[config.mk]
export PLATFORM = sky130hd
export DESIGN_NAME = patgen_multi
export DESIGN_NICKNAME = d
export VERILOG_FILES = /design/src/rtl/patgen_multi.sv
export SDC_FILE = /design/constraint.sdc
export NUM_CORES = 1
export LEC_CHECK = 0
export ABC_AREA = 1
export BUFFER_PORTS_ARGS = -buffer_cell sky130_fd_sc_hd__buf_2
export CORE_UTILIZATION = 55
export CTS_CLUSTER_DIAMETER = 120
export CTS_CLUSTER_SIZE = 25
export DETAILED_ROUTE_END_ITERATION = 8
export HOLD_SLACK_MARGIN = 0.08
export PLACE_DENSITY = 0.84
export SYNTH_ARGS = -nofsm -noshare
export SYNTH_HDL_FRONTEND = slang
export SYNTH_SLANG_ARGS = --single-unit
[constraint.sdc]
create_clock -name clk -period 2.65 [get_ports clk]
set_input_delay 0.265 -clock clk [delete_from_list [all_inputs] [get_ports clk]]
set_output_delay 0.265 -clock clk [all_outputs]
set_load 0.005 [all_outputs]
[src/rtl/patgen_multi.sv]
module patgen_multi #(
  parameter int NCH = 2,
  parameter int DW  = 16,
  parameter int PW  = 64,
  parameter int LW  = $clog2(PW)
) (
  input  logic              clk,
  input  logic              rst_n,
  input  logic [NCH-1:0]    en,
  input  logic [NCH-1:0]    pol,
  input  logic [NCH*DW-1:0] div,
  input  logic [NCH*LW-1:0] len_m1,
  input  logic [NCH*PW-1:0] pattern,
  input  logic [NCH-1:0]    done_clr,
  output logic [NCH-1:0]    done_irq,
  output logic [NCH-1:0]    pat_clk,
  output logic [NCH-1:0]    pat_dat
);

  localparam logic [1:0] ST_IDLE = 2'd0;
  localparam logic [1:0] ST_RUN  = 2'd1;
  localparam logic [1:0] ST_HALT = 2'd2;

  for (genvar c = 0; c < NCH; c++) begin : g_ch
    logic [1:0]    st_q;
    logic [DW-1:0] cnt_q;
    logic [LW-1:0] idx_q;
    logic [PW-1:0] sh_q;
    logic          done_q;

    wire [DW-1:0] div_c  = div[c*DW +: DW];
    wire [DW-1:0] deff   = (div_c < DW'(2)) ? DW'(2) : div_c;
    wire [DW-1:0] half   = deff >> 1;
    wire          run    = (st_q == ST_RUN);
    wire          last   = (idx_q == len_m1[c*LW +: LW]);
    wire          wrap   = (cnt_q == deff - DW'(1));
    wire          act    = (cnt_q >= half);
    wire          set_dn = run && en[c] && last && (cnt_q == half - DW'(1));

    always_ff @(posedge clk or negedge rst_n) begin
      if (!rst_n) begin
        st_q  <= ST_IDLE;
        cnt_q <= '0;
        idx_q <= '0;
        sh_q  <= '0;
      end else begin
        case (st_q)
          ST_IDLE: if (en[c]) begin
            st_q  <= ST_RUN;
            cnt_q <= '0;
            idx_q <= '0;
            sh_q  <= pattern[c*PW +: PW];
          end
          ST_RUN: begin
            if (!en[c]) begin
              st_q <= ST_IDLE;
            end else if (wrap) begin
              cnt_q <= '0;
              if (last) begin
                st_q <= ST_HALT;
              end else begin
                idx_q <= idx_q + LW'(1);
                sh_q  <= sh_q >> 1;
              end
            end else begin
              cnt_q <= cnt_q + DW'(1);
            end
          end
          default: if (!en[c]) st_q <= ST_IDLE;
        endcase
      end
    end

    always_ff @(posedge clk or negedge rst_n) begin
      if (!rst_n) done_q <= 1'b0;
      else        done_q <= (done_q && !done_clr[c]) || set_dn;
    end

    assign done_irq[c] = done_q;
    assign pat_clk[c]  = run && (act ^ pol[c]);
    assign pat_dat[c]  = run && sh_q[0];

    AST_DISABLE_IDLES: assert property (@(posedge clk) disable iff (!rst_n)
      !en[c] |=> (!pat_clk[c] && !pat_dat[c]));
    AST_DONE_STICKY: assert property (@(posedge clk) disable iff (!rst_n)
      (done_irq[c] && !done_clr[c]) |=> done_irq[c]);
    AST_DONE_NEEDS_EN: assert property (@(posedge clk) disable iff (!rst_n)
      $rose(done_irq[c]) |-> $past(en[c]));
    AST_CLR_OUTSIDE_RUN: assert property (@(posedge clk) disable iff (!rst_n)
      (done_clr[c] && !run) |=> !done_irq[c]);
    AST_HALT_LOW: assert property (@(posedge clk) disable iff (!rst_n)
      (st_q == ST_HALT) |-> (!pat_clk[c] && !pat_dat[c]));
    AST_DATA_STABLE: assert property (@(posedge clk) disable iff (!rst_n)
      (run && $past(run) && $rose(act)) |-> $stable(pat_dat[c]));
  end

endmodule

# ---- Word-level counts from Yosys, hierarchy flattened
# Cells that the tools add are included.
dict set report classes {
  n_addsub 8
  n_bitwise 2
  n_reduce_logical 26
  mux 42
  order_cmp 4
  n_eq_ne 22
}
# operator n
set op_table {}
lappend op_table {{$mux W64} 8}
lappend op_table {{$pmux W64 S2} 2}
lappend op_table {{$mux W16} 8}
lappend op_table {{$eq A16 B16 Y1} 4}
lappend op_table {{$pmux W16 S2} 2}
lappend op_table {{$mux W6} 8}
lappend op_table {{$add A16 B1 Y16 const B} 2}
lappend op_table {{$ge A16 B15 Y1} 2}
lappend op_table {{$lt A16 B2 Y1 const B} 2}
lappend op_table {{$sub A15 B1 Y16 const B} 2}
lappend op_table {{$sub A16 B1 Y16 const B} 2}
lappend op_table {{$pmux W6 S2} 2}
lappend op_table {{$mux W2} 10}
lappend op_table {{$add A6 B1 Y6 const B} 2}
lappend op_table {{$eq A6 B6 Y1} 2}
lappend op_table {{$logic_and A1 B1 Y1} 12}
lappend op_table {{$ne A2 B2 Y1 const B} 6}
lappend op_table {{$ne A3 B2 Y1 const B} 4}
lappend op_table {{$reduce_and A5 Y1} 2}
lappend op_table {{$pmux W2 S2} 2}
lappend op_table {{$reduce_and A4 Y1} 2}
lappend op_table {{$ne A3 B1 Y1 const B} 2}
lappend op_table {{$reduce_and A3 Y1} 2}
lappend op_table {{$eq A2 B1 Y1 const B} 2}
lappend op_table {{other kinds (6)} 12}
dict set report word_totals {
  reg_bits 178
  word_cells 114
}

# ---- Depth between registers and ports, before layout
dict set report logic_depth {
  word_depth 7
  ltp_mapped 24
  ltp_nobuf 23
}

# ---- Worst setup path before layout
# Ideal clock, no wire load.
dict set report synth_path {
  path_kind {input to register}
  from {input port div[11]}
  to {register g_ch[0].idx_q[2]}
  path_buffers 3
  setup_slack_ps -164
  path_stages 22
  t_arrival_ps 2697
  path_cell_list {buf_4 > nor2_8 > nand2_2 > nor2_2 > nand3_2 > nand2_4 > buf_8 > ha_1 > nand2_1 > nor3_1 > nand2_1 > xor2_1 > nand3_2 > inv_2 > nand3_2 > nor2_2 > nand2_2 > nand2_4 > nand2_4 > buf_6 > nand2_1 > nand2_1}
}
dict set report synth_between {
  elab_chain_len 6
}
# item line
set synth_lines {}
lappend synth_lines {{from (decl)} 11} ;# input logic [NCH*DW-1:0] div,
lappend synth_lines {{$lt A16 B2 Y1} 32} ;# wire [DW-1:0] deff = (div_c < DW'(2)) ? DW'(2) : div_c;
lappend synth_lines {{$mux W16 (*)} 32}
lappend synth_lines {{$sub A16 B1 Y16 (*)} 36} ;# wire wrap = (cnt_q == deff - DW'(1));
lappend synth_lines {{$eq A16 B16 Y1 (*)} 36}
lappend synth_lines {{$ne A2 B1 Y1 (no source line) (*)} --}
lappend synth_lines {{$reduce_and A5 Y1 (no source line) (*)} --}
lappend synth_lines {{to (signal assigned)} 62} ;# idx_q <= idx_q + LW'(1);
lappend synth_lines {{to (decl)} 27} ;# logic [LW-1:0] idx_q;
# Mark *: on every way between the ends. The rest lies on a longest branch, timed or not.
# A chain may end at the register's enable or synchronous reset.

# ---- Final worst setup path
dict set report layout_path {
  from {register g_ch[0].cnt_q[0]}
  to {output port pat_clk[0]}
}
dict set report layout_between {
  elab_chain_len 3
}
# item line
set layout_lines {}
lappend layout_lines {{from (decl)} 26} ;# logic [DW-1:0] cnt_q;
lappend layout_lines {{from (signal assigned)} 66} ;# cnt_q <= cnt_q + DW'(1);
lappend layout_lines {{$ge A16 B15 Y1} 37} ;# wire act = (cnt_q >= half);
lappend layout_lines {{$xor A1 B1 Y1} 80} ;# assign pat_clk[c] = run && (act ^ pol[c]);
lappend layout_lines {{$logic_and A1 B1 Y1} 80}
lappend layout_lines {{to (decl)} 16} ;# output logic [NCH-1:0] pat_clk,
# No other way between the ends.

==> results.txt <==
----------------------------------------------------
[Status]
  Result of the run ... completed

[Synthesis]
  Synthesized cell area ... 0.0128 mm²
  Post-synthesis net count ... 2083
  Sequential fraction of the synthesis area ... 34.7%
  Async S/R FF share, synth ... 100%
  Post-synth EDFFs ... 0
  Mean instance size in the synthesized netlist ... 6.88 µm²
  Yosys warns ... 0
  Synth top area share ... 34.7%
  Seq cells post-synth ... 178
  Cell count after synthesis ... 1865
  Ranking of synthesized cells by instance count ... nand2_1, dfrtp_1, nand3_1
  Most common flop cell mapped by yosys ... dfrtp_1
  Top post-synthesis cells by area ... dfrtp_1, nand2_1, xor2_1, nand4_1, nand3_1
  Library cell with the largest summed area after synthesis ... dfrtp_1
  Leading cell type by number of instances after synthesis ... nand2_1
  Distinct cell type count after synthesis ... 48

[Clock tree]
  H-tree lvl count ... 4
  CTS tree ... built
  Clock transition time at the flip-flop clock pins of the worst setup and hold paths ... 0.08 ns
  Clk Tree Root Cell ... clkbuf_16
  Maximum clock path buffer count ... 2
  Worst skew pair latency ... 0.43 ns
  TritonCTS Buffers ... 17
  Number of sinks driven by the clock tree ... 178

[Global routing]
  First-pass GRT wire length ... 56500 µm
  Antenna violations before repair ... 3
  Maximum number of pins on one net before global-route repair ... 80
  GR Util All Layers ... 28.6%
  Total grt overflow ... 0
  Via count of the first global-routing pass ... 12200

[STA]
  Worst hold slack after final layout ... 0.101 ns
  Setup Viol. Count Final ... 0
  Max Slew Vio Count ... 0
  RSZ-0062 raised after global routing ... true
  Rel. slew slack ... 49.9%
  Final setup slack of the worst path ... 0.00436 ns
  Minimum period implied by the final worst setup slack ... 2.65 ns
  Fraction of the cycle the final worst path needs ... 99.8%
  Worst clock skew ... 0.0143 ns
  FMAX ... 378 MHz
  Final Hold Violating Endpoints ... 0
  Actual slew at the worst max-slew pin ... 0.749 ns

[Worst setup path]
  Critical path peak fanout ... 3
  Startpoint of the worst setup timing path ... g_ch[0].cnt_q[0]
  Arrival time worst endpoint ... 2.38 ns
  Worst Setup End Kind ... primary output
  Critical path required time ... 2.38 ns
  Startpoint of the most critical register-to-register path ... g_ch[0].idx_q[2]
  Class of the most critical setup path ... flip-flop to primary output
  Type of origin of the critical path ... flip-flop

[Cells and area]
  # fillers ... 1808
  Util after Layout ... 70.7%
  Total number of nets in the final design ... 2346
  Share of post-route cells with drive strength above 1 ... 23.3%
  Area Overhead vs Synth ... 25.4%

[Die]
  Top-level I/O count ... 186
  Horizontal die dimension ... 155 µm
  Overall die height ... 155 µm
  Area of the die ... 0.0239 mm²
  Starting density of the core ... 56.3%
  Row cnt ... 55
  Std-Cell Core Area ... 0.0228 mm²

[Drt]
  Number of routed nets with antenna violations ... 0
  Via count ... 13200
  Average routed wire per standard cell ... 14.9 µm
  Final wirelength ... 36500 µm
  Vias per cell ... 5.36
  Drc violations ... 0
  Violation count after the first detailed-routing iteration ... 1189
  First-pass iteration count of the detailed router ... 6

[Power]
  Worst VDD drop ... 0.450 mV
  Power Density ... 536 mW/mm²
  Overall Power ... 8.62 mW
  Leakage dissipation ... 8.73 nW

[Worst hold path]
  Classification of the worst-slack hold path ... input port to flip-flop
  Launch point of the worst hold path ... en[0]

[Placed design]
  GP Congestion ... 0.926
  Buffers on Ports ... 185
  HPWL after detailed placement ... 23800 µm
  Place WS ... -0.408 ns

[Job]
  Number of max-cap violations ... 0

----------------------------------------------------
[path summary, 6_finish.rpt]
kind,end,slack (ns),cells after the start
max reg2reg,g_ch[0].sh_q[37],0.27,7
min in group asynchronous,g_ch[0].sh_q[40],0.33,2
max,pat_clk[0],0.004,20
min reg2reg,g_ch[0].sh_q[23],0.47,2
max in group asynchronous,g_ch[1].sh_q[51],1.53,3
min,g_ch[0].st_q[0],0.10,3
[cells in the final DEF, fill, tap and decap left out, types with 8 or more instances in the layout]
master,n
nor2_4,14
o21ai_0,20
nand2_2,16
a21oi_1,34
nand2_1,825
dfrtp_1,176
nor2_1,87
nand4_1,89
ha_1,34
nor2_2,17
buf_12,15
xnor2_1,29
nand3_1,104
inv_1,100
nand3_2,27
nand2_4,8
nor3_1,19
clkbuf_16,28
buf_2,182
buf_6,11
buf_4,123
xor2_1,86
inv_2,13
[timing repair]
| action | 4_1_cts | 5_1_grt |
|---|---|---|
| gates resized for setup | 11 | 67 |
| buffers inserted | 2 | 16 |
| pin swaps | 1 | 33 |
| hold endpoints to repair | 44 | 0 |
| gates cloned | 0 | 13 |
| hold buffers | 5 | 0 |
| setup endpoints to repair | 1 | 163 |
[metal layers]
layer	up-vias	global-route usage (%)	routed length (µm)
li1	6426	-	-
met4	2	9.10	804
met1	6178	39.4	15900
met5	-	0	13
met2	503	46.9	18000
met3	61	3.47	1860
[state kept, by name, summed over array words and instances, names as in the netlist]
signal       cells
g_ch.cnt_q      32
g_ch.done_q      2
g_ch.st_q        4
g_ch.idx_q      12
g_ch.sh_q      128
[worst max-delay path, stage by stage (launching register included)]
cell and delay [ns]:
dfrtp_2 0.43, inv_4 0.08, ha_4 0.20, inv_2 0.05, nand2_2 0.04, a21oi_2 0.16, o21ai_2 0.08, nand2_1 0.06
nand2_1 0.05, nand2_1 0.05, nand2_1 0.05, nand2_1 0.06, nand2_1 0.06, nand2_1 0.06, nand2_1 0.06, nand2_2 0.07
nand2_2 0.06, nand2_1 0.07, nand2_1 0.04, nor2_1 0.11, buf_2 0.11
[cells by family after synthesis]
family | after synthesis | share of synthesized area [%]
AOI/OAI and AO/OA | 75 | 3.20
xor gates and xnor gates | 119 | 8.12
adders and majority gates | 38 | 3.71
buffers and inverters | 221 | 8.35
DFF | 178 | 34.7
and+or+nand+nor | 1234 | 41.9
[metrics by stage]
step | instances | instance area, µm² | setup TNS (ns)
6_report | 2456 | 16100 | 0
3_3_place_gp | 2386 | 14700 | -48.17
2_1_floorplan | 1865 | 12900 | 0
3_5_place_dp | 2386 | 14700 | -54.78
4_1_cts | 2425 | 15400 | 0
5_1_grt | 2456 | 16100 | -3.68
[final cells by class]
| cell class | count | area [µm²] | share of cell area (%) |
|---|---|---|---|
| diodes | 2 | 5.00 | 0.0311 |
| repair buffers | 347 | 2580 | 16.1 |
| clock buffers | 17 | 425 | 2.64 |
| flip-flops and latches | 178 | 4460 | 27.7 |
| inverters | 117 | 444 | 2.76 |
| well taps | 313 | 392 | 2.43 |
| multi-input cells | 1467 | 7620 | 47.4 |
| clock inverters | 15 | 166 | 1.03 |
[where the power goes]
group          leakage [nW]  internal, mW  switching, mW
logic                  6.15          1.03           1.42
registers              2.30          3.26          0.348
clock network         0.290          1.34           1.22
total                  8.73          5.63           2.99
(Power assumes the default switching activity.)
